[src/rtl/axf_pkg.sv]
package axf_pkg;
  localparam int NCH = 2;   // channel 0 = read, channel 1 = write
  typedef struct packed {
    logic rdHit;
    logic wrHit;
  } hitStrb_t;
endpackage

[src/rtl/axf_ctrl.sv]
module axf_ctrl #(
  parameter int ID_W = 16
) (
  input  logic                     clk,
  input  logic                     rstN,
  input  logic                     cfgWe,
  input  logic [2*ID_W-1:0]        cfgWdata,
  input  logic [axf_pkg::NCH-1:0]  chValid,
  input  logic [axf_pkg::NCH-1:0]  chReady,
  input  logic [ID_W-1:0]          chId [axf_pkg::NCH],
  output axf_pkg::hitStrb_t        strb
);
  logic [2*ID_W-1:0] filtReg;
  logic [ID_W-1:0]   filtId;
  logic [ID_W-1:0]   effMask;
  logic [axf_pkg::NCH-1:0] hit;

  always_ff @(posedge clk) begin
    if (!rstN)      filtReg <= '0;
    else if (cfgWe) filtReg <= cfgWdata;
  end

  assign filtId  = filtReg[ID_W-1:0];
  assign effMask = ~filtReg[2*ID_W-1:ID_W];

  for (genvar ch = 0; ch < axf_pkg::NCH; ch++) begin : g_match
    assign hit[ch] = chValid[ch] && chReady[ch] &&
                     (((chId[ch] ^ filtId) & effMask) == '0);
  end

  assign strb.rdHit = hit[0];
  assign strb.wrHit = hit[1];
endmodule

[src/rtl/axf_datapath.sv]
module axf_datapath #(
  parameter int LEN_W  = 8,
  parameter int SIZE_W = 3,
  parameter int BYTE_W = 16,
  parameter int ACC_W  = 32
) (
  input  logic                    clk,
  input  logic                    rstN,
  input  axf_pkg::hitStrb_t       strb,
  input  logic                    byteMode,
  input  logic                    accClr,
  input  logic [LEN_W-1:0]        chLen  [axf_pkg::NCH],
  input  logic [SIZE_W-1:0]       chSize [axf_pkg::NCH],
  output logic [axf_pkg::NCH-1:0] hitQ,
  output logic [BYTE_W-1:0]       incQ   [axf_pkg::NCH],
  output logic [ACC_W-1:0]        totQ   [axf_pkg::NCH]
);
  logic [axf_pkg::NCH-1:0] hitIn;
  assign hitIn = {strb.wrHit, strb.rdHit};

  for (genvar ch = 0; ch < axf_pkg::NCH; ch++) begin : g_chan
    logic [BYTE_W-1:0] beats;
    logic [BYTE_W-1:0] incNext;
    logic [ACC_W-1:0]  addVal;

    assign beats   = BYTE_W'(chLen[ch]) + BYTE_W'(1);
    assign incNext = hitIn[ch] ? (byteMode ? (beats << chSize[ch]) : BYTE_W'(1))
                               : '0;
    assign addVal  = ACC_W'(incNext);

    always_ff @(posedge clk) begin
      if (!rstN) begin
        hitQ[ch] <= 1'b0;
        incQ[ch] <= '0;
        totQ[ch] <= '0;
      end else begin
        hitQ[ch] <= hitIn[ch];
        incQ[ch] <= incNext;
        totQ[ch] <= accClr ? addVal : totQ[ch] + addVal;
      end
    end

    // count mode gives a unit increment
    a_r6_unit_inc: assert property (@(posedge clk) disable iff (!rstN)
      (hitIn[ch] && !byteMode) |=> (hitQ[ch] && incQ[ch] == BYTE_W'(1)));
    // total holds when nothing is strobed
    a_r8_total_hold: assert property (@(posedge clk) disable iff (!rstN)
      (!accClr && !hitIn[ch]) |=> $stable(totQ[ch]));
    // a clear with no strobe empties the total
    a_r9_clear_zero: assert property (@(posedge clk) disable iff (!rstN)
      (accClr && !hitIn[ch]) |=> (totQ[ch] == '0));
  end
endmodule

[src/rtl/axid_filter.sv]
module axid_filter #(
  parameter int ID_W   = 16,
  parameter int LEN_W  = 8,
  parameter int SIZE_W = 3,
  parameter int ACC_W  = 32,
  localparam int BYTE_W = LEN_W + (1 << SIZE_W)
) (
  input  logic              clk,
  input  logic              rstN,
  input  logic              cfgWe,
  input  logic [2*ID_W-1:0] cfgWdata,
  input  logic              byteMode,
  input  logic              accClr,
  input  logic              arValid,
  input  logic              arReady,
  input  logic [ID_W-1:0]   arId,
  input  logic [LEN_W-1:0]  arLen,
  input  logic [SIZE_W-1:0] arSize,
  input  logic              awValid,
  input  logic              awReady,
  input  logic [ID_W-1:0]   awId,
  input  logic [LEN_W-1:0]  awLen,
  input  logic [SIZE_W-1:0] awSize,
  output logic              rdHit,
  output logic              wrHit,
  output logic [BYTE_W-1:0] rdInc,
  output logic [BYTE_W-1:0] wrInc,
  output logic [ACC_W-1:0]  rdTotal,
  output logic [ACC_W-1:0]  wrTotal
);
  axf_pkg::hitStrb_t strb;
  logic [ID_W-1:0]   chId   [axf_pkg::NCH];
  logic [LEN_W-1:0]  chLen  [axf_pkg::NCH];
  logic [SIZE_W-1:0] chSize [axf_pkg::NCH];
  logic [BYTE_W-1:0] incQ   [axf_pkg::NCH];
  logic [ACC_W-1:0]  totQ   [axf_pkg::NCH];
  logic [axf_pkg::NCH-1:0] hitQ;

  assign chId[0]   = arId;   assign chId[1]   = awId;
  assign chLen[0]  = arLen;  assign chLen[1]  = awLen;
  assign chSize[0] = arSize; assign chSize[1] = awSize;

  axf_ctrl #(.ID_W(ID_W)) u_ctrl (
    .clk(clk), .rstN(rstN), .cfgWe(cfgWe), .cfgWdata(cfgWdata),
    .chValid({awValid, arValid}), .chReady({awReady, arReady}),
    .chId(chId), .strb(strb)
  );

  axf_datapath #(.LEN_W(LEN_W), .SIZE_W(SIZE_W), .BYTE_W(BYTE_W), .ACC_W(ACC_W)) u_dp (
    .clk(clk), .rstN(rstN), .strb(strb), .byteMode(byteMode), .accClr(accClr),
    .chLen(chLen), .chSize(chSize), .hitQ(hitQ), .incQ(incQ), .totQ(totQ)
  );

  assign rdHit   = hitQ[0];
  assign wrHit   = hitQ[1];
  assign rdInc   = incQ[0];
  assign wrInc   = incQ[1];
  assign rdTotal = totQ[0];
  assign wrTotal = totQ[1];

  // no read strobe without an accepted read handshake
  a_r3_rd_needs_handshake: assert property (@(posedge clk) disable iff (!rstN)
    !(arValid && arReady) |=> !rdHit);
  // no write strobe without an accepted write handshake
  a_r3_wr_needs_handshake: assert property (@(posedge clk) disable iff (!rstN)
    !(awValid && awReady) |=> !wrHit);
  // equal IDs accepted together on both channels give equal verdicts
  a_r5_shared_filter: assert property (@(posedge clk) disable iff (!rstN)
    (arValid && arReady && awValid && awReady && arId == awId && !cfgWe) |=> (rdHit == wrHit));
endmodule

[config.mk]
export PLATFORM = sky130hd
export DESIGN_NAME = axid_filter
export DESIGN_NICKNAME = d
export VERILOG_FILES = /design/src/rtl/axf_pkg.sv /design/src/rtl/axf_ctrl.sv /design/src/rtl/axf_datapath.sv /design/src/rtl/axid_filter.sv
export SDC_FILE = /design/constraint.sdc
export NUM_CORES = 1
export LEC_CHECK = 0
export BUFFER_PORTS_ARGS = -buffer_cell sky130_fd_sc_hd__clkbuf_2
export CAP_MARGIN = 15
export CORE_MARGIN = 2
export CORE_UTILIZATION = 54
export DETAILED_ROUTE_END_ITERATION = 6
export MAX_ROUTING_LAYER = met4
export PLACE_DENSITY_LB_ADDON = 0.2
export SLEW_MARGIN = 10
export SYNTH_ARGS = -nofsm -noshare
export SYNTH_HDL_FRONTEND = slang
export SYNTH_SLANG_ARGS = --single-unit
[constraint.sdc]
create_clock -name clk -period 4.7 [get_ports clk]
set_clock_uncertainty 0.2 [all_clocks]
set_input_delay 0.47 -clock clk [delete_from_list [all_inputs] [get_ports clk]]
set_output_delay 0.47 -clock clk [all_outputs]
set_load 0.1 [all_outputs]
Word-level counts from Yosys, hierarchy flattened:

Index checks and enable logic that the tools add are counted.

* register bits after elaboration: 130
* input bits: 95
* output and inout bits: 98
* logic and storage cells: 34

* $add $sub $neg: 4
* shift operators: 2
* multiplexer cells: 6
* bitwise gates (word level): 6
* reductions and logical operators: 7

Operators by type and width (count)
* 2-to-1 mux 16 bit: 6
* adder 32 x 16 -> 32 bit: 2
* AND 16 bit: 2
* zero test 16 bit: 2
* left shift 16 x 3 -> 16 bit: 2
* XOR 16 bit: 2
* adder 8 x 1 -> 9 bit, second input constant: 2
* inverter 16 bit: 1
* logical AND 1 bit: 4
* OR reduction 2 bit: 1
* inverter 1 bit: 1

Longest topological paths before layout:

Gate-level depths: netlist of run 1.

* depth after elaboration: 7
* gate-level depth with buffers: 17

Modules after synthesis:

Synthesis of run 1 repeated with hierarchy kept, for this count alone.

* cell total of the unflattened synthesis: 990
* area total of the unflattened synthesis: 8106.5 um^2

By module, submodules not included
* axf_datapath: times used 1, cells an instance 827, area each 6466.2 um^2
* axf_ctrl: times used 1, cells an instance 163, area each 1640.3 um^2

Least setup slack after synthesis of run 1:

Ideal clock, no wire load.

* path type: input to register
* from: input port arId[2]
* to: register u_dp.totQ[54] in the netlist's numbering
* library setup time: 116 ps
* arrival: 3587 ps
* required time: 4384 ps
* setup slack: 797 ps
* cell stages on the path: 15
* path through: xnor2_1 -> o22ai_1 -> nor4_4 -> nand4_2 -> nor3_1 -> ha_1 -> inv_1 -> fa_1 -> nand2b_1 -> a21oi_1 -> o211ai_1 -> a211o_1 -> a211oi_2 -> a21oi_1 -> a31o_2

* longest elaborated chain between the ends: 6

RTL lines
* start, declared: RTL line axid_filter.sv:16 `input logic [ID_W-1:0] arId,`
* XOR 16 bit: RTL line axf_ctrl.sv:28 `(((chId[ch] ^ filtId) & effMask) == '0);`
* AND 16 bit: RTL line axf_ctrl.sv:28
* zero test 16 bit: RTL line axf_ctrl.sv:28
* logical AND 1 bit: RTL line axf_ctrl.sv:27 `assign hit[ch] = chValid[ch] && chReady[ch] &&`
* 2-to-1 mux 16 bit: RTL line axf_datapath.sv:27 `assign incNext = hitIn[ch] ? (byteMode ? (beats << chSize[ch]) : BYTE_W'(1))`
* via u_dp.g_chan[0].incNext[0]: RTL line axf_datapath.sv:23 `logic [BYTE_W-1:0] incNext;`
* adder 32 x 16 -> 32 bit: RTL line axf_datapath.sv:39 `totQ[ch] <= accClr ? addVal : totQ[ch] + addVal;`
* end signal, assigned by index: RTL line axf_datapath.sv:39
* end, declared: RTL line axf_datapath.sv:16 `output logic [ACC_W-1:0] totQ [axf_pkg::NCH]`

The timed path passes the listed nets, and every way through them passes these cells.
A chain may end at the register's enable or synchronous reset.

Worst setup path in the final report of run 1:

* from: register u_ctrl.filtReg[13]
* to: register u_dp.totQ[56] in the netlist's numbering

* longest elaborated chain between the ends: 6

RTL lines
* start, declared: RTL line axf_ctrl.sv:13 `logic [2*ID_W-1:0] filtReg;`
* start signal, assigned: RTL line axf_ctrl.sv:20 `else if (cfgWe) filtReg <= cfgWdata;`
* XOR 16 bit: RTL line axf_ctrl.sv:28
* AND 16 bit: RTL line axf_ctrl.sv:28
* zero test 16 bit: RTL line axf_ctrl.sv:28
* logical AND 1 bit: RTL line axf_ctrl.sv:27
* 2-to-1 mux 16 bit: RTL line axf_datapath.sv:27
* via u_dp.g_chan[0].incNext[0]: RTL line axf_datapath.sv:23
* adder 32 x 16 -> 32 bit: RTL line axf_datapath.sv:39

The timed path passes the listed nets, and every way through them passes these cells.

==> impl_metrics.ini, run 1 <==
[yosys]
syn_inst = 915
avgSynthCellArea_um2 = 8.36
synth_ff_type = dfxtp_1
synth-edff-count = 0
synth_cell_types = 70
synth-seq-cells = 130
yosysSeqAreaShare_pct = 34.0
syn-num-nets = 1046
ys_warn_count = 0
synthesis.area_um2 = 7650
async_reset_ff_share_pct = 0

[floorplanning]
dieHeight_um = 123
rows = 43
die_x_um = 123
io_pins = 193
dieArea_um2 = 15100
fp.coreArea_um2 = 13900
start_util_pct = 55.1

[final_layout]
finalNetCount = 1233
antennaDiodeCount = 0
layout-drive-gt1-share_pct = 22.9
area_growth_pct = 23.4
final_cell_area_um2 = 9440

[timing]
final_max_slew_viol_count = 0
fmax_mhz = 227
rsz0062_at_grt = no
tns_ns = 0
period_needed_ns = 4.41
finalSetupViolations = 0
max-slew-margin-rel_pct = 28.9
hold_violations = 0
worstMarginPinSlew_ns = 1.07
min_period_over_period_pct = 93.7

[clocking]
cts_buffers = 17
post_cts_buffers = 0
path_clk_slew_ns = 0.06
clockRootBuffer = clkbuf_16
cts.repair.resized = 0
clk_latency_ns = 0.43
clock_path_buffers = 2
clkSinkCount = 130
hold_buffers = 0
cts_tree = done
htreeDepth = 4

[place]
dp_hpwl_um = 14800
dpl-instance-area_um2 = 8780
gp_routability_congestion = 0.936
portBuffers = 192

[power]
power.density_nw_per_um2 = 304
leakagePower_nw = 4.26
peakVddDrop_uv = 276

[setup_path]
crit_type = reg2reg
rrSetupSlack_ns = 0.29
crit-reg2reg-launch = u_ctrl.filtReg[13]
required_ns = 4.82
worstSetupStartpoint = u_ctrl.filtReg[13]
slowest_stage = nor4_4
path_buf_inv = 1
max_stage_delay_ns = 0.46
path_depth = 15
cp-endpoint = u_dp.totQ[56]
critical_path.startpoint_type = flop
timing.rr.end = u_dp.totQ[56]
end_kind = flop
cp_common_cell = a21oi_1
reg2reg_depth = 15
cp_top_family = compound AO/OA/AOI/OAI gates
cp_cell_sequence = xnor2_1 > o22ai_1 > nor4_4 > nand4_2 > nor3_1 > ha_1 > inv_1 > fa_1 > nand2b_1 > a21oi_1 > o211ai_1 > a211o_1 > a211oi_2 > a21oi_1 > a31o_2
cp.arrival_ns = 4.52
cp_max_fo = 6

[global_routing]
track_usage_pct = 26.7
grt_pass1_vias = 6561
antenna_found_initial = 0
overflow = 0
grt_pass1_wl_um = 31300
grt_max_degree = 44

[drt]
wl_per_cell_um = 15.2
drt-total-wl_um = 19700
avgViaCountPerCell = 5.60
ant_nets = 0
firstDrtPassIters = 6
drc = 0
drt_iter0_drc = 497
vias = 7251

[status]
status = finished clean

[flow_run]
maxCapViolCount = 0

[worst_hold_path]
hold_class = in2reg
min-delay-start = cfgWdata[14]
[sequential cells by signal, summed over array words and instances (netlist names)]
name and count:
u_dp.totQ 64, u_ctrl.filtReg 32, u_dp.incQ 32, u_dp.hitQ 2
[through the flow]
step / util (%) / std cells / hold WS (ns) / power [mW] / worst slack [ns]
6_report: 68.0 / 1295 / 0.0796 / 2.87 / 0.295
3_3_place_gp: 63.3 / 1263 / 0.276 / 1.42 / 0.333
2_1_floorplan: - / 915 / 0.260 / 1.33 / 0.797
4_1_cts: 68.0 / 1295 / 0.0709 / 2.88 / 0.393
5_1_grt: 68.0 / 1295 / 0.0767 / 2.97 / 0.0272
3_5_place_dp: 63.3 / 1263 / 0.287 / 1.42 / 0.227
[cell usage in the layout, fill, tap and decap left out, types with 4 or more instances in the layout]
cell type and n:
a211oi_1 5, a21o_1 11, a21oi_1 55, a22o_1 16
a31oi_1 6, and2_1 19, and3_1 12, and4_1 4
buf_4 11, bufinv_16 5, clkbuf_16 17, clkbuf_2 192
clkinv_4 4, clkinvlp_4 4, dfxtp_1 130, ha_1 34
inv_1 24, mux2_2 4, mux2i_1 43, nand2_1 66
nand2b_1 11, nand3_1 21, nand4_1 19, nor2_1 138
nor2b_1 10, nor3_1 15, o211ai_1 10, o21a_1 9
o21ai_0 25, o22a_1 4, o22ai_1 26, o31a_1 4
o31ai_1 8, or3_1 8, xnor2_1 54, xor2_1 30
[worst register-to-register path, cell delays in order (launching register included)]
cell	delay (ns)
dfxtp_1	0.41
xnor2_1	0.15
o22ai_1	0.15
nor4_4	0.46
nand4_2	0.20
nor3_1	0.35
ha_1	0.23
inv_1	0.06
fa_1	0.37
nand2b_1	0.19
a21oi_1	0.19
o211ai_1	0.19
a211o_1	0.42
a211oi_2	0.41
a21oi_1	0.13
a31o_2	0.22
[cells by family (layout without fill, tap and decap cells)]
group                      count (synthesis)  count (layout)  synth area share (%)
and+or+nand+nor                          338             338                  21.3
AOI/OAI and AO/OA                        219             219                  19.7
DFF                                      130             130                  34.0
xor gates and xnor gates                  84              84                  9.61
buffers and inverters                     61             261                  3.09
muxes                                     47              47                  6.21
adders and majority gates                 36              36                  6.08
[worst min-delay path by stage]
stage	cells after the start	slack (ns)	to
CTS	3	0.07	u_ctrl.filtReg[4]
floorplan	2	0.26	u_ctrl.filtReg[23]
finish	3	0.08	u_ctrl.filtReg[14]
global placement	2	0.28	u_dp.totQ[31]
detailed placement	2	0.29	u_dp.totQ[31]
global route	3	0.08	u_ctrl.filtReg[31]
[report_power, final]
group          leakage [nW]  switching (mW)  total (mW)  internal [mW]
Sequential             1.05          0.0158        1.13           1.12
Combinational          2.90           0.149       0.262          0.114
Clock                 0.306           0.524        1.47          0.946
Total                  4.26           0.689        2.87           2.18
[layout make-up]
type,count,area (um^2)
Multi-Input combinational cell,724,4810
Fill cell,1201,4440
Sequential cell,130,2600
Timing Repair Buffer,203,1040
Clock buffer,17,425
Clock inverter,15,233
Tap cell,180,225
Inverter,26,97.6
[synthesized netlist by cell type (all sizes together), types with 11 or more instances]
cell,number,share of area [%]
nand2b,11,0.90
o21ai,27,1.8
and3,12,0.98
ha,34,5.6
nand4,20,1.7
nand2,66,3.2
xor2,30,3.4
buf,13,0.74
nor2,138,6.8
a21o,11,1.1
mux2i,43,5.6
dfxtp,130,34
xnor2,54,6.2
o22ai,26,2.1
and2,19,1.6
nand3,21,1.4
a21oi,55,3.6
inv,25,1.2
a22o,16,1.8
nor3,17,1.2
clkbuf,22,1.1
[layer usage]
metal / wire length (um) / GRT usage (%) / vias to the layer above / share of wire (%)
met3: 1020 / 5.03 / 37 / 5.2
met1: 9150 / 34.3 / 3341 / 46
met5: 0 / - / - / 0
met4: 442 / 8.88 / 0 / 2.2
li1: - / - / 3668 / -
met2: 9080 / 42.5 / 205 / 46
Note: power is estimated with default switching activity, not from simulation.
==> run 2: changes to the inputs <==
--- a/config.mk
+++ b/config.mk
@@ -7,7 +7,6 @@
 export LEC_CHECK = 0
 export BUFFER_PORTS_ARGS = -buffer_cell sky130_fd_sc_hd__clkbuf_2
 export CAP_MARGIN = 15
-export CORE_MARGIN = 2
 export CORE_UTILIZATION = 54
 export DETAILED_ROUTE_END_ITERATION = 6
 export MAX_ROUTING_LAYER = met4
==> impl_metrics.ini, run 2 (synthesis gave the netlist of run 1 again) <==
[final_layout]
final_cell_mix = clkbuf_2, nor2_1, dfxtp_1, nand2_1, a21oi_1
antennaDiodeCount = 0
layout-drive-gt1-share_pct = 22.5
final_common_cell = clkbuf_2
fin_util_pct = 67.9
area_growth_pct = 22.7
finalNetCount = 1232
top_regs = u_dp.totQ: 64 flops, u_ctrl.filtReg: 32 flops, u_dp.incQ: 32 flops
largest_reg_flops = 64
largest-register = u_dp.totQ

[timing]
min_period_over_period_pct = 90.7
worstMarginPinSlew_ns = 1.07
final_max_slew_viol_count = 0
max-slew-margin-rel_pct = 28.5
fmax_mhz = 235
period_needed_ns = 4.26
hold_violations = 0
finalSetupViolations = 0
tns_ns = 0
rsz0062_at_grt = no

[setup_path]
cp_max_fo = 6
crit-reg2reg-launch = u_ctrl.filtReg[9]
crit_type = reg2reg
rrSetupSlack_ns = 0.44
slowest_stage = nor4_4
timing.rr.end = u_dp.totQ[56]
cp_top_family = compound AO/OA/AOI/OAI gates
max_stage_delay_ns = 0.42
end_kind = flop
cp_common_cell = a21oi_1
cp.arrival_ns = 4.37
reg2reg_depth = 15
cp_cell_sequence = xnor2_1 > o22ai_1 > nor4_4 > nand4_2 > nor3_1 > ha_1 > inv_1 > fa_1 > nand2b_1 > a21oi_1 > o211ai_1 > a211o_1 > a211oi_2 > a21oi_1 > a31o_2
required_ns = 4.81
path_buf_inv = 1
critical_path.startpoint_type = flop

[power]
combPwrFrac_pct = 9.6
clockPowerShare_pct = 49.4
leakagePower_nw = 4.25
power.share.sequential_pct = 41.0
power.density_nw_per_um2 = 295
switching_share_pct = 23.0
peakVddDrop_uv = 237
p_sw_uw = 636
internal-power_mw = 2.13

[status]
status = finished clean

[drt]
avgViaCountPerCell = 5.66
firstDrtPassIters = 6
vias = 7330
wl_per_cell_um = 15.5
ant_nets = 0
drt_iter0_drc = 469
drt-total-wl_um = 20000
drc = 0

[place]
gp_routability_congestion = 0.976
dp_hpwl_um = 15100
portBuffers = 192

[clocking]
cts_buffers = 17
cts_tree = done
clkSinkCount = 130
htreeDepth = 4
hold_buffers = 0
path_clk_slew_ns = 0.06
clock_path_buffers = 2
clk_latency_ns = 0.42
clockRootBuffer = clkbuf_16

[floorplanning]
die_x_um = 121
dieArea_um2 = 14700
io_pins = 193
start_util_pct = 55.4
dieHeight_um = 121
rows = 43
fp.coreArea_um2 = 13800

[global_routing]
antenna_found_initial = 0
grt_pass1_wl_um = 32600
grt_pass1_vias = 6748
track_usage_pct = 29.0
overflow = 0
grt_max_degree = 48

[flow_run]
maxCapViolCount = 0

[worst_hold_path]
hold_end = u_ctrl.filtReg[9]
min-delay-start = cfgWdata[9]
whs_path_depth = 3
hold_class = in2reg
## run 2: layout make-up
class / instances / area, um^2
multi-input combinational: 724 / 4820
clock buffer: 22 / 454
tap: 180 / 225
inverter: 26 / 97.6
sequential: 130 / 2600
clock inverter: 10 / 156
timing repair buffer: 202 / 1040
fill: 1187 / 4430
## run 2: how the worst max path moves through the flow
stage	from	end	slack, ns	cells past startpoint
2_1_floorplan	arId[2]	u_dp.totQ[54]	0.80	15
3_3_place_gp	arId[2]	u_dp.totQ[56]	0.37	16
3_5_place_dp	arId[9]	u_dp.totQ[54]	0.31	16
4_1_cts	u_ctrl.filtReg[9]	u_dp.totQ[14]	0.38	14
5_1_grt	u_ctrl.filtReg[2]	u_dp.totQ[54]	0.14	15
6_report	u_ctrl.filtReg[9]	u_dp.totQ[56]	0.44	15
## run 2: metrics by stage
stage                     worst slack, ns  instances  cell area (um^2)  total power [mW]  hold slack (ns)
after floorplan                     0.797        915              7650              1.33            0.260
after global placement              0.368       1262              8780              1.42            0.279
after detailed placement            0.305       1262              8780              1.42            0.294
after CTS                           0.376       1294              9390              2.79           0.0761
after global routing                0.140       1294              9390              2.86           0.0891
final                               0.439       1294              9390              2.77           0.0880
## run 2: power by group through the flow
stage	clock, mW	combinational (mW)	sequential, mW
floorplan	0	0.170	1.16
global placement	0	0.259	1.16
detailed placement	0	0.260	1.16
CTS	1.39	0.263	1.14
global route	1.44	0.290	1.14
finish	1.37	0.264	1.14
## run 2: repair_timing
action,CTS,global route
resized for setup,0,1
setup endpoints to repair,0,1
buffers inserted,0,0
## run 2: worst reg2reg max path: cells and delay by family, from the launching register on
kind / cells / cell delay, ns
fa+ha+maj: 2 / 0.59
simple gates: 4 / 1.11
compound gates: 7 / 1.69
xor+xnor: 1 / 0.13
flops: 1 / 0.39
buf+inv: 1 / 0.06
## run 2: per-layer routing
| layer | GRT usage (%) | routed length, um |
|---|---|---|
| met5 | - | 0 |
| met4 | 9.57 | 450 |
| met3 | 5.92 | 1030 |
| met2 | 46.8 | 9340 |
| met1 | 36.2 | 9210 |
